--- src/rtl/irq_stat_mask_pkg.sv ---
package irq_stat_mask_pkg;

  // Strobes from the address decode to the register datapath.
  typedef struct packed {
    logic statWr;  // host write hits the status register
    logic maskWr;  // host write hits the mask register
    logic statRd;  // host read selects the status register
    logic maskRd;  // host read selects the mask register
    logic anyRd;   // a read is in progress (unmapped reads return zero)
    logic diag;    // status register behaves as plain read/write
  } regStrobe_t;

endpackage

--- src/rtl/irq_stat_mask_ctl.sv ---
module irq_stat_mask_ctl
  import irq_stat_mask_pkg::*;
#(
  parameter int ADDR_W = 8,
  parameter logic [ADDR_W-1:0] STAT_OFS = 'h0C,
  parameter logic [ADDR_W-1:0] MASK_OFS = 'h10
) (
  input  logic              wrEn,
  input  logic              rdEn,
  input  logic [ADDR_W-1:0] addr,
  input  logic              regRW,
  output regStrobe_t        strb
);

  logic hitStat;
  logic hitMask;

  assign hitStat = (addr == STAT_OFS);
  assign hitMask = (addr == MASK_OFS);

  always_comb begin
    strb        = '0;
    strb.statWr = wrEn && hitStat;
    strb.maskWr = wrEn && hitMask;
    strb.statRd = rdEn && hitStat;
    strb.maskRd = rdEn && hitMask;
    strb.anyRd  = rdEn;
    strb.diag   = regRW;
  end

endmodule

--- src/rtl/irq_stat_mask_dp.sv ---
module irq_stat_mask_dp
  import irq_stat_mask_pkg::*;
#(
  parameter int DATA_W = 32
) (
  input  logic               clk,
  input  logic               rstN,
  input  regStrobe_t         strb,
  input  logic [DATA_W-2:0]  evtPulse,
  input  logic [DATA_W-1:0]  wrData,
  output logic [DATA_W-1:0]  rdData,
  output logic               irq,
  output logic [DATA_W-1:0]  statusVal,
  output logic [DATA_W-1:0]  maskVal
);

  localparam int SRC_W   = DATA_W - 1;
  localparam int SUM_BIT = DATA_W - 1;

  logic [SRC_W-1:0]  srcQ, srcNext;
  logic              sumQ, sumNext;
  logic [DATA_W-1:0] maskQ, maskNext;
  logic              anyMasked;
  logic              diagStatWr;

  assign diagStatWr = strb.statWr && strb.diag;

  // Mask register next state.
  always_comb begin
    maskNext = maskQ;
    if (strb.maskWr) maskNext = wrData;
  end

  // Per-source next state: event pulse dominates any host write.
  for (genvar i = 0; i < SRC_W; i++) begin : gSrc
    logic hostVal;
    assign hostVal    = strb.diag ? wrData[i] : (srcQ[i] & ~wrData[i]);
    assign srcNext[i] = evtPulse[i] | (strb.statWr ? hostVal : srcQ[i]);
  end

  // Summary uses next-state sources and mask so it never lags them.
  assign anyMasked = |(srcNext & maskNext[SRC_W-1:0]);

  always_comb begin
    if (diagStatWr)       sumNext = wrData[SUM_BIT] | anyMasked;
    else if (anyMasked)   sumNext = 1'b1;
    else if (!strb.diag)  sumNext = 1'b0;
    else                  sumNext = sumQ;
  end

  always_ff @(posedge clk) begin
    if (!rstN) begin
      srcQ  <= '0;
      sumQ  <= 1'b1;
      maskQ <= '0;
    end else begin
      srcQ  <= srcNext;
      sumQ  <= sumNext;
      maskQ <= maskNext;
    end
  end

  assign statusVal = {sumQ, srcQ};
  assign maskVal   = maskQ;

  always_ff @(posedge clk) begin
    if (!rstN) begin
      rdData <= '0;
    end else if (strb.anyRd) begin
      if (strb.statRd)      rdData <= statusVal;
      else if (strb.maskRd) rdData <= maskQ;
      else                  rdData <= '0;
    end
  end

  assign irq = sumQ & maskQ[SUM_BIT];

endmodule

--- src/rtl/irq_stat_mask.sv ---
module irq_stat_mask
  import irq_stat_mask_pkg::*;
#(
  parameter int DATA_W = 32,
  parameter int ADDR_W = 8,
  parameter logic [ADDR_W-1:0] STAT_OFS = 'h0C,
  parameter logic [ADDR_W-1:0] MASK_OFS = 'h10
) (
  input  logic              clk,
  input  logic              rstN,
  input  logic              regRW,
  input  logic [DATA_W-2:0] evtPulse,
  input  logic              wrEn,
  input  logic              rdEn,
  input  logic [ADDR_W-1:0] addr,
  input  logic [DATA_W-1:0] wrData,
  output logic [DATA_W-1:0] rdData,
  output logic              irq
);

  regStrobe_t        strb;
  logic [DATA_W-1:0] statusVal;
  logic [DATA_W-1:0] maskVal;

  irq_stat_mask_ctl #(
    .ADDR_W  (ADDR_W),
    .STAT_OFS(STAT_OFS),
    .MASK_OFS(MASK_OFS)
  ) uCtl (
    .wrEn (wrEn),
    .rdEn (rdEn),
    .addr (addr),
    .regRW(regRW),
    .strb (strb)
  );

  irq_stat_mask_dp #(
    .DATA_W(DATA_W)
  ) uDp (
    .clk      (clk),
    .rstN     (rstN),
    .strb     (strb),
    .evtPulse (evtPulse),
    .wrData   (wrData),
    .rdData   (rdData),
    .irq      (irq),
    .statusVal(statusVal),
    .maskVal  (maskVal)
  );

endmodule

--- config.mk ---
export PLATFORM = sky130hd
export DESIGN_NAME = irq_stat_mask
export DESIGN_NICKNAME = d
export VERILOG_FILES = /design/src/rtl/irq_stat_mask_pkg.sv /design/src/rtl/irq_stat_mask_ctl.sv /design/src/rtl/irq_stat_mask_dp.sv /design/src/rtl/irq_stat_mask.sv
export SDC_FILE = /design/constraint.sdc
export NUM_CORES = 1
export LEC_CHECK = 0
export ABC_AREA = 1
export BUFFER_PORTS_ARGS = -buffer_cell sky130_fd_sc_hd__buf_2
export CORE_AREA = 2 2 98 100
export DETAILED_ROUTE_END_ITERATION = 10
export DIE_AREA = 0 0 100 102
export PLACE_DENSITY = 0.8
export SYNTH_ARGS = -nofsm -noshare
export SYNTH_HDL_FRONTEND = slang
export SYNTH_SLANG_ARGS = --single-unit
--- constraint.sdc ---
create_clock -name clk -period 1.7 [get_ports clk]
set_input_delay 0.34 -clock clk [delete_from_list [all_inputs] [get_ports clk]]
set_output_delay 0.34 -clock clk [all_outputs]
set_load 0.02 [all_outputs]
==> flow_summary.json, run 1 <==
{
  "tightest_slew_ps": 533.8,
  "vias": 5370,
  "fin_crit_sh": 0.9086,
  "post-dp-hpwl_um": 10050,
  "synthAdderAreaFrac": 0,
  "synth_edf_count": 0,
  "slowest_stage": "buf_4",
  "ys_dominant_reg_cell": "dfxtp_1",
  "grt_pass1_vias": 5113,
  "gp_congestion": 0.9264,
  "sw_frac_of_total": 0.2820,
  "gr-total-overflow": 0,
  "track_usage": 0.2899,
  "wire_per_inst_um": 14.61,
  "yosys-top-cells-count": "200 x nand2_1, 131 x nand3_1, 99 x inv_1, 96 x dfxtp_1, 40 x nor2_1",
  "hp-class": "input pin to register",
  "grt_max_degree": 47,
  "synth_top_family_by_area": "simple AND/OR/NAND/NOR gates",
  "yosysMostFrequentCell": "nand2_1",
  "pwr-share-comb": 0.118,
  "cts.clk_slew.worst_paths_ps": 100,
  "synth_xor_area_frac": 0,
  "crit_path_start_kind": "input pin",
  "power_frac_seq": 0.553,
  "synth_area_leaders": "dfxtp_1 39%, nand2_1 15%, nand3_1 13%, inv_1 7.5%, a31oi_1 3.8%",
  "critPathBufInv": 3,
  "drive_above_1_share": 0.2051,
  "max_freq_mhz": 647.4,
  "max_slew_margin": 0.6441,
  "rows": 35,
  "min_period_ps": 1545,
  "holdBufCountCts": 0,
  "pre_cts_ws_ps": -232.1,
  "power.switching_mw": 1.198,
  "ioPinCount": 109,
  "cp_max_fo": 17,
  "critPathKind": "input pin to register",
  "worst_ep_arrival_time_ps": 1820,
  "areaGrowthSynthToFinish_pct": 19.82,
  "postLayoutCoreUtil": 0.6519,
  "power.total_mw": 4.248,
  "core_area_um2": 9109,
  "drv_slew": 0,
  "cts_max_path_buffers": 2,
  "numCtsBuffers": 9,
  "antenna_found_initial": 0,
  "internal_power_mw": 3.050,
  "rsz0062_at_grt": "no",
  "syn_inst": 751,
  "skew_ps": 9.715,
  "yosysUniqueCellTypes": 23,
  "avgViaCountPerCell": 5.513,
  "yosysWarnings": 0,
  "pwr-share-clk": 0.329,
  "setup.worst_path.end_class": "register",
  "ys_seq_area_frac": 0.3878,
  "cts_tree": "yes",
  "layout_setup_ws_ps": 155.3,
  "status": "finished, final reports clean",
  "route.detailed.drc": 0,
  "fp.dieW_um": 100,
  "die_h_um": 102,
  "cts_sinks": 96,
  "slowest_delay_ps": 230,
  "nets": 934,
  "synth_top_area_share": 0.3878,
  "cts_setup_buffers": 0,
  "first_pass_iters": 6,
  "yosys.area_share.simple": 0.3820,
  "crit_required_ps": 1980,
  "drt_iter0_drc": 344,
  "crit_path_cell_trace": "buf_2 > inv_1 > nand2_1 > nor2_1 > nand3_2 > buf_4 > nand2_1 > nand3b_1 > nand2_1 > nand2_1 > nor2_1 > nand2_1 > nor2_1 > nand2_1",
  "finalSetupViolCount": 0,
  "fin_setup_tns_ps": 0,
  "vdd.ir_drop.worst_mv": 0.3202,
  "cp_common_cell": "nand2_1",
  "max_cap_viol_count": 0,
  "synth_compound_area_frac": 0.1015,
  "hold_viol": 0,
  "synth_nets": 827,
  "synth.mux.area_fraction": 0,
  "antenna_cells": 0,
  "synth_area_per_cell_um2": 6.599,
  "cts_root_buf": "clkbuf_8",
  "num-fill-cells": 810,
  "holdWs_ps": 261.5,
  "path_delay_family": "simple AND/OR/NAND/NOR gates",
  "netlist_area_um2": 4956,
  "async_reset_ff_frac": 0,
  "portBuffers": 108,
  "cts_max_level": 3,
  "grt_pass1_wl_um": 23630,
  "leakagePower_nw": 2.911,
  "synth_seq_cells": 96,
  "start_util": 0.5441,
  "finalWirelength_um": 14230,
  "die-area_um2": 10200,
  "synth_area_leader_cell": "dfxtp_1",
  "p_per_area_nw_per_um2": 715.4,
  "cts_resized": 0,
  "ant_nets": 0,
  "clk_latency_ps": 380
}
==> metrics by stage <==
| step | std cells | instance area (um^2) |
|---|---|---|
| 6_report | 974 | 5938 |
| 5_1_grt | 974 | 5938 |
| 4_1_cts | 974 | 5938 |
| 3_5_place_dp | 958 | 5764 |
| 3_3_place_gp | 958 | 5764 |
| 2_1_floorplan | 751 | 4956 |
==> cell type report <==
type	instances	area (um^2)	share of cell area
repair buffers	143	928.4	0.1563
flip-flops and latches	96	1922	0.3236
clock buffers	11	131.4	0.02212
well taps	111	138.9	0.02339
inverters	101	379.1	0.06384
clock inverters	5	42.54	0.007164
multi-input cells	507	2396	0.4035
==> cells in the final DEF (no fill, tap or decap) <==
cell type   instances
clkbuf_8            9
nand3_1           131
inv_1              98
nor2_2              2
nand2_2             9
dfxtp_1            96
clkinv_4            3
buf_4              25
nand3_2             2
nor2_8              1
nand3b_1           25
nand2_4             2
buf_2             108
inv_6               1
inv_2               3
nor2_1             40
a21oi_1            12
nand4_1             1
buf_12             10
nor2_4              1
nand2_1           200
clkbuf_1            2
o21ai_1            31
a31oi_1            30
o21ai_0            20
clkinvlp_4          1
==> registers in the layout, indices dropped and copies added (netlist names) <==
signal and count:
uDp.maskVal 32, uDp.rdData 32, uDp.srcQ 31, uDp.sumQ 1
==> power groups by stage <==
stage | sequential [mW] | combinational [mW] | clock [mW]
finish | 2.35 | 0.502 | 1.40
global route | 2.36 | 0.559 | 1.50
CTS | 2.35 | 0.495 | 1.41
detailed placement | 2.40 | 0.492 | 0
global placement | 2.40 | 0.477 | 0
floorplan | 2.39 | 0.286 | 0
==> routing by layer <==
layer | up-vias | global-route usage | part of all wire
met3 | 24 | 0.03899 | 0.086
met5 | - | 0 | 0
met1 | 2444 | 0.3740 | 0.43
met2 | 276 | 0.4938 | 0.47
li1 | 2626 | - | -
met4 | 0 | 0.1191 | 0.017
==> cell families (layout without fill, tap and decap cells) <==
logic type,count (synthesis),after routing
buf+inv,148,260
compound gates,93,93
simple gates,414,414
flops,96,96
==> final timing paths <==
check | end | cells past startpoint | slack, ps | start
setup / recovery | uDp.sumQ | 14 | 160 | addr[5]
hold / removal | uDp.srcQ[23] | 4 | 260 | evtPulse[23]
setup reg to reg | uDp.sumQ | 12 | 340 | uDp.srcQ[20]
hold reg to reg | uDp.maskVal[9] | 2 | 490 | uDp.maskVal[9]
==> worst reg2reg max path, stage by stage, from the launching register on <==
cell,delay (ps)
dfxtp_1,320
inv_1,70
nor2_1,50
nand2_1,50
nand2_1,50
nand3_1,70
nand3b_1,120
nand2_1,80
nand2_1,50
nor2_1,190
nand2_1,80
nor2_1,90
nand2_1,50
(Power assumes the default switching activity.)
==> run 2, diff against run 1 <==
--- a/config.mk
+++ b/config.mk
@@ -7,10 +7,12 @@
 export LEC_CHECK = 0
 export ABC_AREA = 1
 export BUFFER_PORTS_ARGS = -buffer_cell sky130_fd_sc_hd__buf_2
-export CORE_AREA = 2 2 98 100
+export CELL_PAD_IN_SITES_DETAIL_PLACEMENT = 0
+export CELL_PAD_IN_SITES_GLOBAL_PLACEMENT = 1
+export CORE_AREA = 2 2 118 120
 export DETAILED_ROUTE_END_ITERATION = 10
-export DIE_AREA = 0 0 100 102
-export PLACE_DENSITY = 0.8
+export DIE_AREA = 0 0 120 122
+export PLACE_DENSITY_LB_ADDON = 0.1
 export SYNTH_ARGS = -nofsm -noshare
 export SYNTH_HDL_FRONTEND = slang
 export SYNTH_SLANG_ARGS = --single-unit
==> run 2 against run 1 <==
Non-clock buffer count grew 5. First-iteration DRC count shrank 10%. Combinational power grew 2%.
==> flow_summary.json, run 2 (synthesized netlist as in run 1, its figures left out) <==
{
  "status": "finished, final reports clean",
  "portBuffers": 108,
  "max_freq_mhz": 650.3,
  "grt_pass1_wl_um": 25960,
  "setup.worst_path.end_class": "register",
  "drive_above_1_share": 0.2116,
  "cp_max_fo": 16,
  "vdd.ir_drop.worst_mv": 0.4636,
  "rows": 43,
  "areaGrowthSynthToFinish_pct": 24.03,
  "gp_congestion": 0.8071,
  "grt_pass1_vias": 5180,
  "layout_setup_ws_ps": 162.3,
  "leakagePower_nw": 2.975,
  "ant_nets": 0,
  "max_cap_viol_count": 0,
  "die_h_um": 122,
  "cts_sinks": 96,
  "wire_per_inst_um": 15.21,
  "drv_slew": 0,
  "crit_path_start_kind": "input pin",
  "first_pass_iters": 5,
  "worst_ep_arrival_time_ps": 1780,
  "grt_max_degree": 46,
  "cts_tree": "yes",
  "fin_setup_tns_ps": 0,
  "r2r_start": "uDp.srcQ[11]",
  "holdWs_ps": 288.1,
  "route.detailed.drc": 0,
  "hold_viol": 0,
  "hold_start": "wrData[31]",
  "avgViaCountPerCell": 4.955,
  "antenna_found_initial": 0,
  "multiInputGateArea_um2": 2406,
  "numCtsBuffers": 9,
  "antenna_cells": 0,
  "skew_ps": 6.755,
  "rsz0062_at_grt": "no",
  "fin_crit_sh": 0.9045,
  "reg2reg_to": "uDp.sumQ",
  "critPathLaunch": "addr[2]",
  "die-area_um2": 14640,
  "core_area_um2": 13500,
  "cts.clk_slew.worst_paths_ps": 70,
  "gr-total-overflow": 0,
  "post-dp-hpwl_um": 11020,
  "min_period_ps": 1538,
  "pre_cts_ws_ps": -265.1,
  "cts_max_level": 3,
  "cts_root_buf": "clkbuf_16",
  "whs_path_depth": 3,
  "finalSetupViolCount": 0,
  "crit_required_ps": 1950,
  "holdPathEnd": "uDp.maskVal[31]",
  "reg2reg_depth": 12,
  "hp-class": "input pin to register",
  "num-fill-cells": 1437,
  "nets": 939,
  "layout_common_cells": "200 x nand2_1, 130 x nand3_1, 108 x buf_2, 98 x inv_1, 96 x dfxtp_1",
  "vias": 5178,
  "seqCellArea_um2": 1922,
  "postLayoutCoreUtil": 0.4552,
  "start_util": 0.3670,
  "finalWirelength_um": 15890,
  "max_slew_margin": 0.7326,
  "track_usage": 0.2267,
  "r2r_slack_ps": 370,
  "ioPinCount": 109,
  "critPathKind": "input pin to register",
  "clk_latency_ps": 350,
  "tightest_slew_ps": 401.1,
  "cts_max_path_buffers": 2,
  "holdBufCountCts": 0,
  "p_per_area_nw_per_um2": 775.4,
  "drt_iter0_drc": 309,
  "fp.dieW_um": 120,
  "layout_commonest_cell": "nand2_1"
}
-- run 2: cell count changes in the layout (fill, tap and decap cells not counted), sizes merged --
cell / before / now
clkinv: 3 / 1
inv: 102 / 101
clkbuf: 11 / 12
buf: 143 / 148
clkinvlp: 1 / 0
-- run 2: where the power goes --
part / internal (mW) / switching (mW) / leakage [nW]
combinational: 0.204 / 0.308 / 2.06
sequential: 2.31 / 0.0443 / 0.784
clock: 1.05 / 0.858 / 0.130
-- run 2: what timing repair did --
action | CTS | global route
buffers inserted | 0 | 0
setup endpoints to repair | 0 | 1
resized for setup | 0 | 3
-- run 2: final cells by class --
cell class,instances,area share
tap,180,0.03664
clock inverter,1,0.0008142
multi-input combinational,507,0.3914
sequential,96,0.3126
timing repair buffer,148,0.1551
clock buffer,12,0.04173
inverter,101,0.06167
-- run 2: layer usage --
layer  track usage  wire length, um  vias to the layer above
li1              -                -                     2634
met1        0.2883             7309                     2377
met2        0.3881             7559                      148
met3       0.02996              700                       19
met4       0.09191              321                        0
met5             0                0                        -
-- run 2: stage by stage --
step	cell area (um^2)	instances	total power, mW
final	6147	1045	4.767
after global routing	6147	1045	4.980
after CTS	6137	1045	4.813
after detailed placement	5876	1032	2.908
after global placement	5876	1032	2.907
after floorplan	4956	751	2.674
-- run 2: worst max-delay path by stage --
stage | endpoint | slack [ps] | cells past startpoint
finish | uDp.sumQ | 160 | 14
global route | uDp.sumQ | 0.6 | 15
CTS | uDp.sumQ | 90 | 14
detailed placement | uDp.sumQ | -270 | 14
global placement | uDp.sumQ | -260 | 15
floorplan | uDp.sumQ | 160 | 13
-- run 2: worst max-delay path: stages --
cell	delay, ps
buf_2	100
nor2_1	120
nand3_2	130
nor2_8	120
nand2_4	80
buf_4	220
nand2_1	80
o21ai_1	70
nand2_1	60
nand2_1	90
nor2_2	140
nand2_1	70
nor2_1	90
nand2_1	60
==> run 3, diff against run 2 <==
--- a/config.mk
+++ b/config.mk
@@ -12,6 +12,7 @@
 export CORE_AREA = 2 2 118 120
 export DETAILED_ROUTE_END_ITERATION = 10
 export DIE_AREA = 0 0 120 122
+export MAX_ROUTING_LAYER = met4
 export PLACE_DENSITY_LB_ADDON = 0.1
 export SYNTH_ARGS = -nofsm -noshare
 export SYNTH_HDL_FRONTEND = slang
==> run 3 against run 2 <==
Clock power about the same. Critical path type unchanged. Via count fell by 0.14%. Fmax rose by 0.28%. Die area did not move. Sequential share of layout area unchanged. Clock-buffer cell count is the same. First-iteration DRC count grew 7.1%. Critical endpoint unchanged. Setup slack improved by 4.3 ps. Hold slack barely moved. Combinational power is essentially flat. Final cell count unchanged. Register-to-register slack about the same.
==> flow_summary.json, run 3 (synthesized netlist as in run 1, its figures left out) <==
{
  "fin_crit_sh": 0.9020,
  "num-fill-cells": 1437,
  "cts_tree": "yes",
  "die-area_um2": 14640,
  "antenna_found_initial": 0,
  "holdBufCountCts": 0,
  "multiInputGateArea_um2": 2406,
  "sw_frac_of_total": 0.2552,
  "die_h_um": 122,
  "max_freq_mhz": 652.1,
  "drive_above_1_share": 0.2116,
  "vdd.ir_drop.worst_mv": 0.4657,
  "hold_start": "wrData[31]",
  "r2r_start": "uDp.srcQ[11]",
  "critPathKind": "input pin to register",
  "cp_max_fo": 16,
  "first_pass_iters": 5,
  "reg2reg_depth": 12,
  "whs_path_depth": 3,
  "finalWirelength_um": 15930,
  "pwr-share-comb": 0.107,
  "dp.cells": 1032,
  "status": "finished, final reports clean",
  "cts_root_buf": "clkbuf_16",
  "track_usage": 0.2340,
  "grt_max_degree": 46,
  "ant_nets": 0,
  "cts_sinks": 96,
  "layout_commonest_cell": "nand2_1",
  "holdPathEnd": "uDp.maskVal[31]",
  "drv_slew": 0,
  "setup.worst_path.end_class": "register",
  "internal_power_mw": 3.556,
  "wire_per_inst_um": 15.24,
  "portBuffers": 108,
  "power.switching_mw": 1.218,
  "instances_no_fill": 1045,
  "leakagePower_nw": 2.975,
  "min_period_ps": 1533,
  "crit_path_start_kind": "input pin",
  "r2r_slack_ps": 360,
  "nets": 939,
  "pwr-share-clk": 0.400,
  "layout_common_cells": "200 x nand2_1, 130 x nand3_1, 108 x buf_2, 98 x inv_1, 96 x dfxtp_1",
  "grt_pass1_vias": 5170,
  "post-dp-hpwl_um": 11020,
  "cts_max_path_buffers": 2,
  "rsz0062_at_grt": "no",
  "fp.dieW_um": 120,
  "avgViaCountPerCell": 4.948,
  "gr-total-overflow": 0,
  "rows": 43,
  "drt_iter0_drc": 331,
  "power_frac_seq": 0.492,
  "reg2reg_to": "uDp.sumQ",
  "antenna_cells": 0,
  "max_cap_viol_count": 0,
  "skew_ps": 5.556,
  "seqCellArea_um2": 1922,
  "start_util": 0.3670,
  "gp_congestion": 0.8189,
  "fin_setup_tns_ps": 0,
  "vias": 5171,
  "p_per_area_nw_per_um2": 776.7,
  "ioPinCount": 109,
  "max_slew_margin": 0.7300,
  "tightest_slew_ps": 405.0,
  "hold_viol": 0,
  "grt_pass1_wl_um": 26010,
  "worst_ep_arrival_time_ps": 1780,
  "hp-class": "input pin to register",
  "clk_latency_ps": 350,
  "postLayoutCoreUtil": 0.4552,
  "core_area_um2": 13500,
  "holdWs_ps": 287.7,
  "numCtsBuffers": 9,
  "areaGrowthSynthToFinish_pct": 24.03,
  "cts.clk_slew.worst_paths_ps": 70,
  "crit_required_ps": 1950,
  "finalSetupViolCount": 0,
  "cts_max_level": 3,
  "route.detailed.drc": 0
}
run 3: layer usage:
layer / up-vias / GRT usage / part of all wire
li1: 2635 / - / -
met5: - / - / 0
met1: 2387 / 0.2912 / 0.46
met2: 131 / 0.3874 / 0.48
met4: 0 / 0.09191 / 0.020
met3: 18 / 0.02903 / 0.040
run 3: how the worst max path moves through the flow:
stage,startpoint,endpoint,slack [ps],cells past startpoint
global placement,addr[1],uDp.sumQ,-260,15
CTS,addr[2],uDp.sumQ,90,14
global route,addr[5],uDp.sumQ,0.9,15
detailed placement,addr[2],uDp.sumQ,-270,14
finish,addr[2],uDp.sumQ,170,14
floorplan,addr[1],uDp.sumQ,160,13
run 3: power by group through the flow:
stage               logic (mW)  clock network [mW]  registers (mW)
CTS                      0.512                1.95            2.35
detailed placement       0.509                   0            2.40
finish                   0.512                1.91            2.35
global placement         0.507                   0            2.40
floorplan                0.286                   0            2.39
global route             0.576                2.06            2.35
run 3: layout make-up:
cell class | count | share of cell area
inverter | 101 | 0.06167
clock inverter | 1 | 0.0008142
clock buffer | 12 | 0.04173
multi-input combinational | 507 | 0.3914
tap | 180 | 0.03664
sequential | 96 | 0.3126
timing repair buffer | 148 | 0.1551
run 3: timing repair:
item                       CTS  global route
setup buffers                0             0
setup endpoints to repair    0             1
resized for setup            0             3
run 3: stage by stage:
stage	setup slack, ps	total power, mW	area [um^2]
after detailed placement	-265.1	2.908	5876
after floorplan	159.7	2.674	4956
after CTS	91.16	4.813	6137
after global placement	-258.4	2.907	5876
final	166.6	4.775	6147
after global routing	0.8671	4.995	6147
run 3: worst max-delay path, cell delays in order:
cell and delay (ps):
buf_2 100, nor2_1 120, nand3_2 130, nor2_8 120, nand2_4 80, buf_4 220, nand2_1 80, o21ai_1 70
nand2_1 60, nand2_1 90, nor2_2 130, nand2_1 70, nor2_1 90, nand2_1 60
